**src/rtl/rxq_pkg.sv**
```systemverilog
package rxq_pkg;

    typedef enum logic {
        POP_BY_FLAG  = 1'b0,
        POP_BY_COUNT = 1'b1
    } pop_mode_e;

    typedef enum logic [2:0] {
        SEL_START = 3'd0,
        SEL_GEOM  = 3'd1,
        SEL_MODE  = 3'd2,
        SEL_FLAG  = 3'd3,
        SEL_COUNT = 3'd4
    } reg_sel_e;

    typedef struct packed {
        logic flag_hit;
        logic count_hit;
    } pop_req_t;

    function automatic logic sel_is(input logic [2:0] addr, input reg_sel_e sel);
        return addr == 3'(sel);
    endfunction

endpackage

```
**src/rtl/rxq_cfg_regs.sv**
```systemverilog
module rxq_cfg_regs
    import rxq_pkg::*;
#(
    parameter int DATA_W  = 16,
    parameter int ADDR_W  = 3,
    parameter int IDX_W   = 8,
    parameter int DEPTH_W = 8,
    parameter int SIZE_W  = 7
) (
    input  logic               clk,
    input  logic               rst,
    input  logic               cfg_active_i,
    input  logic               wr_en_i,
    input  logic [ADDR_W-1:0]  wr_addr_i,
    input  logic [DATA_W-1:0]  wr_data_i,
    output logic [IDX_W-1:0]   start_q,
    output logic [DEPTH_W-1:0] depth_q,
    output logic [SIZE_W-1:0]  size_q,
    output pop_mode_e          mode_q
);
    localparam int SIZE_LSB = DEPTH_W;

    logic cfg_wr;
    assign cfg_wr = wr_en_i && cfg_active_i;

    always_ff @(posedge clk) begin
        if (rst) begin
            start_q <= '0;
            depth_q <= '0;
            size_q  <= '0;
            mode_q  <= POP_BY_FLAG;
        end else if (cfg_wr) begin
            if (sel_is(3'(wr_addr_i), SEL_START))
                start_q <= wr_data_i[IDX_W-1:0];
            if (sel_is(3'(wr_addr_i), SEL_GEOM)) begin
                depth_q <= wr_data_i[DEPTH_W-1:0];
                size_q  <= wr_data_i[SIZE_LSB +: SIZE_W];
            end
            if (sel_is(3'(wr_addr_i), SEL_MODE))
                mode_q <= pop_mode_e'(wr_data_i[0]);
        end
    end


    geom_locked_chk: assert property (@(posedge clk) disable iff (rst)
        !cfg_active_i |=> ($stable(depth_q) && $stable(size_q) && $stable(start_q) && $stable(mode_q)));

endmodule

```
**src/rtl/rxq_pop_ctrl.sv**
```systemverilog
module rxq_pop_ctrl
    import rxq_pkg::*;
#(
    parameter int DATA_W  = 16,
    parameter int ADDR_W  = 3,
    parameter int DEPTH_W = 8
) (
    input  logic               clk,
    input  logic               rst,
    input  logic               cfg_active_i,
    input  logic               wr_en_i,
    input  logic [ADDR_W-1:0]  wr_addr_i,
    input  logic [DATA_W-1:0]  wr_data_i,
    input  logic               push_i,
    input  pop_mode_e          mode_i,
    input  logic [DEPTH_W-1:0] depth_i,
    output logic [DEPTH_W-1:0] fill_q,
    output logic [DEPTH_W-1:0] grant_o
);
    pop_req_t             req;
    logic [DEPTH_W-1:0]   want;
    logic                 push_ok;
    logic [DEPTH_W-1:0]   fill_d;

    always_comb begin
        req.flag_hit  = wr_en_i && !cfg_active_i && (mode_i == POP_BY_FLAG)
                        && sel_is(3'(wr_addr_i), SEL_FLAG) && wr_data_i[0];
        req.count_hit = wr_en_i && !cfg_active_i && (mode_i == POP_BY_COUNT)
                        && sel_is(3'(wr_addr_i), SEL_COUNT);
        if (req.flag_hit)
            want = DEPTH_W'(1);
        else if (req.count_hit)
            want = wr_data_i[DEPTH_W-1:0];
        else
            want = '0;
        grant_o = (want > fill_q) ? fill_q : want;
        push_ok = push_i && !cfg_active_i && (fill_q < depth_i);
        fill_d  = fill_q - grant_o + DEPTH_W'(push_ok);
    end

    always_ff @(posedge clk) begin
        if (rst || cfg_active_i)
            fill_q <= '0;
        else
            fill_q <= fill_d;
    end


    fill_bound_chk: assert property (@(posedge clk) disable iff (rst)
        fill_q <= depth_i);


    idle_fill_chk: assert property (@(posedge clk) disable iff (rst)
        (!cfg_active_i && !push_i && !(wr_en_i && (sel_is(3'(wr_addr_i), SEL_FLAG)
            || sel_is(3'(wr_addr_i), SEL_COUNT)))) |=> $stable(fill_q));

endmodule

```
**src/rtl/rxq_index_walk.sv**
```systemverilog
module rxq_index_walk #(
    parameter int IDX_W   = 8,
    parameter int DEPTH_W = 8
) (
    input  logic               clk,
    input  logic               rst,
    input  logic               cfg_active_i,
    input  logic [IDX_W-1:0]   start_i,
    input  logic [DEPTH_W-1:0] depth_i,
    input  logic [DEPTH_W-1:0] grant_i,
    output logic [IDX_W-1:0]   rd_idx_o
);
    localparam int SUM_W = DEPTH_W + 1;

    logic [DEPTH_W-1:0] off_q;
    logic [SUM_W-1:0]   sum;
    logic [SUM_W-1:0]   wrapped;

    always_comb begin
        sum = {1'b0, off_q} + {1'b0, grant_i};
        if (sum >= {1'b0, depth_i})
            wrapped = sum - {1'b0, depth_i};
        else
            wrapped = sum;
    end

    always_ff @(posedge clk) begin
        if (rst || cfg_active_i)
            off_q <= '0;
        else if (grant_i != '0)
            off_q <= wrapped[DEPTH_W-1:0];
    end

    assign rd_idx_o = start_i + IDX_W'(off_q);


    off_window_chk: assert property (@(posedge clk) disable iff (rst)
        (depth_i != '0) |-> (off_q < depth_i));


    cfg_reload_chk: assert property (@(posedge clk) disable iff (rst)
        cfg_active_i |=> (rd_idx_o == start_i));

endmodule

```
**src/rtl/rxq_read_tracker.sv**
```systemverilog
module rxq_read_tracker
    import rxq_pkg::*;
#(
    parameter int DATA_W  = 16,
    parameter int ADDR_W  = 3,
    parameter int IDX_W   = 8,
    parameter int DEPTH_W = 8,
    parameter int SIZE_W  = 7
) (
    input  logic               clk,
    input  logic               rst,
    input  logic               cfg_active_i,
    input  logic               wr_en_i,
    input  logic [ADDR_W-1:0]  wr_addr_i,
    input  logic [DATA_W-1:0]  wr_data_i,
    input  logic               push_i,
    output logic [IDX_W-1:0]   rd_idx_o,
    output logic [DEPTH_W-1:0] fill_o,
    output logic [DEPTH_W-1:0] depth_o,
    output logic [SIZE_W-1:0]  entry_size_o,
    output logic               pop_mode_o
);
    logic [IDX_W-1:0]   start_w;
    logic [DEPTH_W-1:0] depth_w;
    logic [DEPTH_W-1:0] grant_w;
    pop_mode_e          mode_w;

    rxq_cfg_regs #(
        .DATA_W(DATA_W), .ADDR_W(ADDR_W), .IDX_W(IDX_W),
        .DEPTH_W(DEPTH_W), .SIZE_W(SIZE_W)
    ) u_cfg (
        .clk(clk), .rst(rst), .cfg_active_i(cfg_active_i),
        .wr_en_i(wr_en_i), .wr_addr_i(wr_addr_i), .wr_data_i(wr_data_i),
        .start_q(start_w), .depth_q(depth_w), .size_q(entry_size_o), .mode_q(mode_w)
    );

    rxq_pop_ctrl #(
        .DATA_W(DATA_W), .ADDR_W(ADDR_W), .DEPTH_W(DEPTH_W)
    ) u_pop (
        .clk(clk), .rst(rst), .cfg_active_i(cfg_active_i),
        .wr_en_i(wr_en_i), .wr_addr_i(wr_addr_i), .wr_data_i(wr_data_i),
        .push_i(push_i), .mode_i(mode_w), .depth_i(depth_w),
        .fill_q(fill_o), .grant_o(grant_w)
    );

    rxq_index_walk #(
        .IDX_W(IDX_W), .DEPTH_W(DEPTH_W)
    ) u_idx (
        .clk(clk), .rst(rst), .cfg_active_i(cfg_active_i),
        .start_i(start_w), .depth_i(depth_w), .grant_i(grant_w),
        .rd_idx_o(rd_idx_o)
    );

    assign depth_o    = depth_w;
    assign pop_mode_o = mode_w;


    move_with_drop_chk: assert property (@(posedge clk) disable iff (rst)
        (!cfg_active_i && !push_i && grant_w != '0) |=> (fill_o == $past(fill_o) - $past(grant_w)));

endmodule

```
**config.mk**
```make
export PLATFORM = sky130hd
export DESIGN_NAME = rxq_read_tracker
export DESIGN_NICKNAME = d
export VERILOG_FILES = /design/src/rtl/rxq_pkg.sv /design/src/rtl/rxq_cfg_regs.sv /design/src/rtl/rxq_pop_ctrl.sv /design/src/rtl/rxq_index_walk.sv /design/src/rtl/rxq_read_tracker.sv
export SDC_FILE = /design/constraint.sdc
export NUM_CORES = 1
export LEC_CHECK = 0
export BUFFER_PORTS_ARGS = -buffer_cell sky130_fd_sc_hd__buf_2
export CAP_MARGIN = 30
export CORE_UTILIZATION = 35
export CTS_CLUSTER_SIZE = 30
export DETAILED_ROUTE_END_ITERATION = 8
export GPL_ROUTABILITY_DRIVEN = 0
export PLACE_DENSITY = 0.66
export REMOVE_ABC_BUFFERS = 1
export SETUP_SLACK_MARGIN = 0.1
export SYNTH_ARGS = -nofsm -noshare
export SYNTH_HDL_FRONTEND = slang
export SYNTH_SLANG_ARGS = --single-unit
```
**constraint.sdc**
```tcl
create_clock -name clk -period 5.74 [get_ports clk]
set_input_delay 1.148 -clock clk [delete_from_list [all_inputs] [get_ports clk]]
set_output_delay 1.148 -clock clk [all_outputs]
set_load 0.03 [all_outputs]
```
# Yosys cells after proc, flatten, opt, wreduce, memory -nomap -nowiden
# Cells that the tools add are included.
# Widths: inputs -> output; s select.
word_totals:
  inputBits: 24
  output_inout_bits: 32
  elab_cells: 39
  register_bits: 40
op_classes:
  n_mux: 4
  magnitude_cmp: 3
  n_eq_ne: 4
  bitwise_logic: 1
  n_addsub: 5
  n_reduce_logical: 16
ops:
  columns: ["operator", "count"]
  rows:
  - ["$mux 8", 4]
  - ["$sub 8x8->8", 2]
  - ["$add 8x8->9", 1]
  - ["$ge 9x8->1", 1]
  - ["$logic_and 1x1->1", 9]
  - ["$add 8x1->8", 1]
  - ["$add 8x8->8", 1]
  - ["$gt 8x8->1", 1]
  - ["$lt 8x8->1", 1]
  - ["$reduce_bool 8->1", 1]
  - ["$eq 3x2->1 const B", 2]
  - ["$reduce_and 2->1", 3]
  - ["$eq 3x1->1 const B", 1]
  - ["$eq 3x3->1 const B", 1]
  - ["$logic_not 3->1", 1]
  - ["$logic_not 1->1", 1]
  - ["$logic_or 1x1->1", 1]
  - ["$not 1->1", 1]

# Logic depth before layout (Yosys ltp)
# Gate-level depths: netlist of the first run.
depth:
  word_depth: 11
  ltp_mapped: 25
  depth_no_buf: 24

# Hierarchy
# Synthesis of the first run repeated with hierarchy kept, for this count alone.
unflattened:
  hier_cells: 419
  hier_area_um2: 3578.4
by_module_without_submodules:
  columns: ["module", "seq_area_each_um2", "instances", "cells_each", "area_per_inst_um2"]
  rows:
  - ["rxq_index_walk", 160.2, 1, 168, 1363.8]
  - ["rxq_pop_ctrl", 160.2, 1, 154, 1169.9]
  - ["rxq_cfg_regs", 480.5, 1, 97, 1044.8]

# Worst setup path after synthesis of the first run
# No wires, ideal clock.
synth_path:
  path_kind: "input to register"
  start: "in wr_addr_i[1]"
  end: "reg u_idx.off_q[0]"
  cell_stages: 23
  required_time_ns: 5.661
  setup_ns: 0.079
  setup_slack_ns: -0.137
  n_path_buf: 1
  arrival_time_ns: 5.798
  cell_sequence: "and4bb_4 > and3_1 > ha_1 > nor2b_1 > o211ai_1 > a211oi_1 > nor2_1 > clkbuf_1 > nand2_1 > o21ai_0 > ha_1 > inv_1 > fa_1 > nand2b_1 > a21oi_1 > nor2_1 > xnor2_1 > ha_1 > or4_4 > o211ai_4 > nand3_4 > mux2_4 > a211oi_2"
synth_between:
  elab_chain_len: 9
  word_cells_on_any_way: 14
  cone_classes: "add/sub: 2; order compare: 2; eq/ne: 2; mux: 4; reduce/logical: 4"
synth_rtl:
  columns: ["element", "line_no", "source"]
  rows:
  - ["start, declared", "rxq_read_tracker.sv:14", "input logic [ADDR_W-1:0] wr_addr_i,"]
  - ["$eq 3x3->1 or $eq 3x2->1 (tied branches)", "rxq_pkg.sv:22", "return addr == 3'(sel);"]
  - ["$logic_and 1x1->1 (on tied branches)", "rxq_pop_ctrl.sv:29, rxq_pop_ctrl.sv:27", null]
  - ["$mux 8 or $logic_and 1x1->1 (tied branches)", "rxq_pop_ctrl.sv:32, rxq_pop_ctrl.sv:27", null]
  - ["$mux 8 *", "rxq_pop_ctrl.sv:30", "if (req.flag_hit)"]
  - ["$gt 8x8->1", "rxq_pop_ctrl.sv:36", "grant_o = (want > fill_q) ? fill_q : want;"]
  - ["$mux 8 *", "rxq_pop_ctrl.sv:36", null]
  - ["$add 8x8->9", "rxq_index_walk.sv:20", "sum = {1'b0, off_q} + {1'b0, grant_i};"]
  - ["$sub 8x8->8 or $ge 9x8->1 (tied branches)", "rxq_index_walk.sv:22, rxq_index_walk.sv:21", null]
  - ["$mux 8", "rxq_index_walk.sv:21", "if (sum >= {1'b0, depth_i})"]
  - ["end signal, assigned", "rxq_index_walk.sv:31", "off_q <= wrapped[DEPTH_W-1:0];"]
  - ["end, declared", "rxq_index_walk.sv:15", "logic [DEPTH_W-1:0] off_q;"]
# Every way passes the cells marked *; elsewhere a longest branch is shown, timed or not.
# A chain may end at the register's enable or synchronous reset.

# Worst setup path in the final report of the first run
layout_path:
  start: "in wr_addr_i[1]"
  end: "reg u_idx.off_q[2]"
# Same word-level chain as after synthesis.

==> impl_results.md, run 1 <==
- Max Cap Violations: 0
- Cell Area, Synth: 3520 um2
- Outcome: complete, no violations
- Global-route wire length before repair: 16600 um
- TritonCTS buffer count: 5
- Clock Tree Root: clkbuf_8
- Area grow syn2layout: 39.8%
- RSZ-0062 raised after global routing: true
- Adder-cell area share of the yosys netlist: 21.1%
- Wire per inst: about 16 um
- Synth Warn #: 0
- Final setup violating endpoints: 0
- Final #Nets: 617
- Int Power: roughly 1.5 mW
- Largest net degree at the start of global routing: 27
- Sw Ratio: 46.3%
- Fill cell count: 920
- Post-synthesis simple-gate area fraction: 18.4%
- Reg2reg path depth: 22
- TritonCTS Sinks: 40
- FP Rows: 36
- Finished Core Util: between 50% and 60%
- Slew HR: 45.7%
- Die ar.: between 10000 and 15000 um2
- Top area cells in the synthesized netlist: dfxtp_1, ha_1, mux2i_1
- Asr flop ratio synth: 0%
- Post-DRT Antenna Nets: 0
- Mean area per synthesized cell: 8.56 um2
- Drt first pass iters: 4
- Synth Area in XOR/XNOR: 4.87%
- Mux share of post-synthesis cell area: between 7 and 8%
- Psw: 1.27 mW
- Clock Path Buffers: 2
- Antenna diodes: 0
- Detailed Route WL: 10700 um
- Post-synthesis compound-gate area fraction: 20.4%
- Placed cell area: 4360 um2
- EDFF count, synth: 0
- Final HPWL DP: 7910 um
- Most common cell after layout, fill and taps aside: buf_4
- Cell count after synthesis: about 410
- Vias per cell: 5.28
- GRT Total Usage: 20.3%
- Critical-path top delay cell: or4_4
- WS Path Type: input port to register
- CP arrival: 5.88 ns
- Setup crit end kind: register
- Maximum clock rate: 177 MHz
- Worst Setup Slack, final: 0.0832 ns
- Reg-to-reg setup timing slack: 0.70 ns
- Clock latency on the worst-skew pair: 0.30 ns
- Die Y: between 100 and 150 um
- WP data required: 5.96 ns
- Pleak: 2.37 nW
- Comb power frac: 78.4%
- Port-buffer cells: 54
- Clock skew: ~0.013 ns
- Top cell type by total area after synthesis: dfxtp_1
- Power density over the cells: 557 nW/um2
- Post-synth top area share: 22.8%
- Worst slew pin tran: 0.810 ns
- Core ar.: around 9800 um2
- GRT overflow: 0
- CP startpoint: wr_addr_i[1]
- Worst-path fanout max: 5
- Antenna violations before repair: 0
- Final slew viol count: 0
- Worst Hold Class: register to register
- # DRC: 0
- Hold Buf Count CTS: 0
- Crit path cell chain: buf_8, and4bb_4, o211a_4, inv_2, ha_2, nand4_1, nor2_2, nor2b_2, nor2_2, buf_6, nor2_4, a21o_1, ha_4, a211oi_4, buf_4, o2111a_1, a311o_1, ha_4, or4_4, o211ai_4, a31oi_1, or4_1, a21oi_1
- Most frequent cells in the layout: buf_4, buf_2, nor2_1, ha_1, dfxtp_1
- Layout cells sized above 1: 34.8%
- Largest family of logic cells by synthesized area: adder cells
- Initial Util: 36.0%
- Top-Level Pins: 56
- Die width: 102 um
- #FFs+latches synth: 40
- Max H-tree Level: 2
- Reg2reg end: u_idx.off_q[2]
- Final instance area: roughly 5000 um2
- Seq pwr share: 13.2%
- Cell Count, Final, Fillers Out: 670
- Minimum clock period after layout: 5.66 ns
- FF-to-FF Start: u_cfg.mode_q
- Seq/Total Area, Yosys: a little under a quarter
- CTS tree: done
- Final hold violations: 0
- Critical Path Start Type: input port
- Count of cell types in the netlist: 62
- Worst-path clk slew: around 0.080 ns
- Dpl cells: 648
- 1st-iter DRT viols: around 140
- Clk pwr share: 8.4%
- Period utilization: 98.6%
- Worst stage delay on the critical path: 0.51 ns
- Detailed-route via count: 3538
- Crit path capture: u_idx.off_q[2]
- Vias in the first global route: 3435
- Synth Flop Type: dfxtp_1
- Peak VDD IR: 0.000313 V
- Dpl ws: -0.481 ns
- Post-route setup TNS: 0 ns
==> cell usage after synthesis, types with 2 or more instances <==
cell	number
a211oi_1	9
a21boi_0	4
a21o_1	13
a21oi_1	25
a31oi_1	4
and3_1	9
clkbuf_1	6
dfxtp_1	40
fa_1	4
ha_1	53
inv_1	36
mux2i_1	26
nand2_1	11
nand2b_1	5
nand3_1	4
nand4_1	9
nor2_1	52
nor2b_1	7
nor3_1	7
nor3b_1	2
nor4_1	2
o211a_1	2
o211ai_1	4
o21a_1	4
o21ai_0	19
o21bai_1	3
xnor2_1	13
xor2_1	4
==> registers in the layout (all words and copies together) (netlist names) <==
| register | count |
|---|---|
| u_pop.fill_q | 8 |
| u_cfg.depth_q | 8 |
| u_idx.off_q | 8 |
| u_cfg.mode_q | 1 |
| u_cfg.size_q | 7 |
| u_cfg.start_q | 8 |
==> power groups by stage <==
stage | Combinational [mW] | Sequential [mW] | Clock (mW)
2_1_floorplan | 1.11 | 0.375 | 0
3_3_place_gp | 1.71 | 0.359 | 0
3_5_place_dp | 1.75 | 0.361 | 0
4_1_cts | 1.86 | 0.357 | 0.235
5_1_grt | 2.33 | 0.367 | 0.250
6_report | 2.15 | 0.361 | 0.232
==> what timing repair did <==
action	CTS	global route
setup buffers	7	6
resized for setup	20	46
gates cloned	1	0
endpoints found under the setup margin	8	8
pin swaps	16	23
==> per-stage QoR <==
| step | hold slack (ns) | total power [mW] |
|---|---|---|
| 2_1_floorplan | 0.467 | 1.49 |
| 3_3_place_gp | 0.469 | 2.07 |
| 3_5_place_dp | 0.484 | 2.11 |
| 4_1_cts | 0.505 | 2.45 |
| 5_1_grt | 0.531 | 2.95 |
| 6_report | 0.502 | 2.74 |
==> layer usage <==
layer | vias up | wire [um] | global-route usage (%)
li1 | 1748 | - | -
met1 | 1669 | 4750 | 26.1
met2 | 97 | 4980 | 35.3
met3 | 24 | 550 | 2.33
met4 | 0 | 412 | 6.81
met5 | - | 0 | 0
==> cell families after synthesis <==
group           after synthesis
simple gates                122
mux                          27
compound gates              104
fa+ha+maj                    57
flops                        40
xor+xnor                     18
buf+inv                      43
==> worst min-delay path by stage <==
stage                                 from               end  cells after the start  slack [ns]
after floorplan           u_cfg.start_q[0]  u_cfg.start_q[0]                      2        0.47
after global placement     u_cfg.size_q[4]   u_cfg.size_q[4]                      2        0.47
after detailed placement   u_cfg.size_q[3]   u_cfg.size_q[3]                      2        0.48
after CTS                  u_cfg.size_q[2]   u_cfg.size_q[2]                      2        0.50
after global routing       u_cfg.size_q[3]   u_cfg.size_q[3]                      2        0.53
final                      u_cfg.size_q[2]   u_cfg.size_q[2]                      2        0.50
==> critical path: cells and delay by family <==
kind,cells,cell delay (ns)
simple gates,8,1.97
compound gates,8,1.54
fa+ha+maj,3,0.77
buf+inv,4,0.41
==> layout make-up <==
| type | count | area, um2 | area share, % |
|---|---|---|---|
| well taps | 133 | 166 | 3.38 |
| repair buffers | 124 | 853 | 17.3 |
| multi-input cells | 329 | 2860 | 58.1 |
| clock buffers | 6 | 72.6 | 1.48 |
| clock inverters | 2 | 35.0 | 0.712 |
| flip-flops and latches | 40 | 801 | 16.3 |
| inverters | 36 | 135 | 2.75 |
Note: power is estimated with default switching activity, not from simulation.
==> run 2, diff against run 1 <==
Settings changed: ABC_CLOCK_PERIOD_IN_PS set to 6800, PLACE_DENSITY 0.66 to 0.64.
Clock period 5.74 ns to 6.8 ns, I/O delays scaled along.
==> impl_results.md, run 2 (same netlist as run 1, synthesis figures left out) <==
- Clock Tree Root: clkbuf_8
- Area grow syn2layout: 15.6%
- Worst slew pin tran: slightly below 0.8 ns
- Worst-path fanout max: 9
- Die Y: 102 um
- CTS tree: done
- Pleak: 1.99 nW
- GRT overflow: 0
- Clock Path Buffers: 2
- Slew HR: 46.9%
- Layout cells sized above 1: 17.1%
- GRT Total Usage: 18.6%
- Reg2reg end: u_idx.off_q[2]
- Core ar.: slightly below 10000 um2
- Detailed Route WL: 9100 um
- Int Power: 0.877 mW
- Critical Path Start Type: input port
- Post-route setup TNS: 0 ns
- Most frequent cells in the layout: buf_2, ha_1, nor2_1, dfxtp_1, inv_1
- Global-route wire length before repair: roughly 15000 um
- Comb power frac: a little under three quarters
- Final hold violations: 0
- Sw Ratio: 49.7%
- Dpl cells: 594
- FF-to-FF Start: u_cfg.mode_q
- Final HPWL DP: around 7600 um
- Clk pwr share: 11.0%
- Detailed-route via count: between 3000 and 4000
- Max H-tree Level: 2
- Antenna violations before repair: 0
- WP data required: approximately 7.0 ns
- Hold wc startpoint: u_cfg.size_q[2]
- Final #Nets: 549
- Outcome: complete, no violations
- Seq pwr share: 17.2%
- Most common cell after layout, fill and taps aside: buf_2
- Clock skew: 0.0126 ns
- Initial Util: roughly 36%
- Max Cap Violations: 0
- RSZ-0062 raised after global routing: false
- Die width: ~100 um
- Vias in the first global route: 3132
- Drt first pass iters: 4
- Post-DRT Antenna Nets: 0
- Wire per inst: 15.1 um
- Largest net degree at the start of global routing: 27
- TritonCTS buffer count: 5
- Vias per cell: 5.27
- Worst Hold Class: register to register
- TritonCTS Sinks: 40
- Reg2reg path depth: 22
- Period utilization: 92.2%
- Worst hold endpoint: u_cfg.size_q[2]
- Reg-to-reg setup timing slack: 1.44 ns
- Port-buffer cells: 54
- Worst-path clk slew: 0.07 ns
- Psw: 0.866 mW
- Hold depth: 2
- Die ar.: 10500 um2
- 1st-iter DRT viols: between 150 and 200
- WS Path Type: input port to register
- Final slew viol count: 0
- Power density over the cells: 429 nW/um2
- CP arrival: 6.49 ns
- # DRC: 0
- Post-CTS setup buffer count: 0
- Antenna diodes: 0
- Final setup violating endpoints: 0
- FP Rows: 36
- Final Power: between 1.5 and 2 mW
- Maximum clock rate: roughly 160 MHz
- Minimum clock period after layout: 6.27 ns
- Peak VDD IR: 0.000229 V
- Clock latency on the worst-skew pair: approximately 0.30 ns
- Setup crit end kind: register
- Finished Core Util: 41.6%
- Cell Count, Final, Fillers Out: about 600
- Top-Level Pins: 56
run 2: changes by cell type in the layout (fill, tap and decap cells not counted), sizes merged:
cell    before  now
buf        124   57
and4bb       3    2
run 2: power by group through the flow:
stage               combinational, mW  sequential [mW]  clock, mW
floorplan                       0.941            0.316          0
global placement                 1.20            0.306          0
detailed placement               1.23            0.307          0
CTS                              1.24            0.301      0.195
global route                     1.38            0.306      0.204
finish                           1.25            0.300      0.193
run 2: worst max-delay path by stage:
stage | to | start | slack [ns] | cells past startpoint
final | u_idx.off_q[2] | wr_addr_i[1] | 0.53 | 23
after CTS | u_idx.off_q[2] | wr_addr_i[1] | 0.46 | 23
after floorplan | u_idx.off_q[0] | wr_addr_i[1] | 0.42 | 22
after detailed placement | u_idx.off_q[2] | wr_addr_i[1] | 0.23 | 20
after global routing | u_idx.off_q[2] | wr_addr_i[1] | 0.20 | 23
after global placement | u_idx.off_q[2] | wr_addr_i[1] | 0.32 | 20
run 2: layer usage:
metal	part of all wire, %	GRT usage, %	vias up
met5	0	0	-
met4	2.2	6.92	0
met3	5.6	2.60	14
met2	46	32.8	84
met1	46	22.8	1467
li1	-	-	1606
run 2: area by class of cell:
| class | instances | area [um2] |
|---|---|---|
| clock inverters | 2 | 35.0 |
| clock buffers | 6 | 72.6 |
| inverters | 36 | 135 |
| fillers | 982 | 5710 |
| repair buffers | 57 | 300 |
| multi-input cells | 328 | 2560 |
| flip-flops and latches | 40 | 801 |
| well taps | 133 | 166 |
run 2: through the flow:
step / worst slack [ns] / hold WS (ns) / area (um2)
floorplan: 0.415 / 0.467 / 3490
global placement: 0.316 / 0.471 / 3940
detailed placement: 0.230 / 0.485 / 3960
CTS: 0.460 / 0.505 / 4070
global route: 0.198 / 0.537 / 4070
finish: 0.530 / 0.501 / 4070
run 2: repair_timing:
item,in CTS,in global routing
hold endpoints to repair,0,0
hold buffers,0,0
endpoints found under the setup margin,0,1
gates resized for setup,0,1
run 2: worst max-delay path, stage by stage:
cell      delay (ns)
buf_2           0.13
and4bb_4        0.39
and3_1          0.26
ha_1            0.26
nor2b_1         0.14
o211ai_1        0.24
a211oi_1        0.15
nor2_2          0.25
nand2_1         0.08
o21ai_0         0.13
ha_1            0.24
inv_1           0.06
fa_1            0.39
nand2b_1        0.19
a21oi_1         0.21
nor2_1          0.09
xnor2_1         0.15
ha_1            0.21
or4_4           0.57
o211ai_4        0.27
a31oi_1         0.14
or4_1           0.41
a21oi_1         0.14
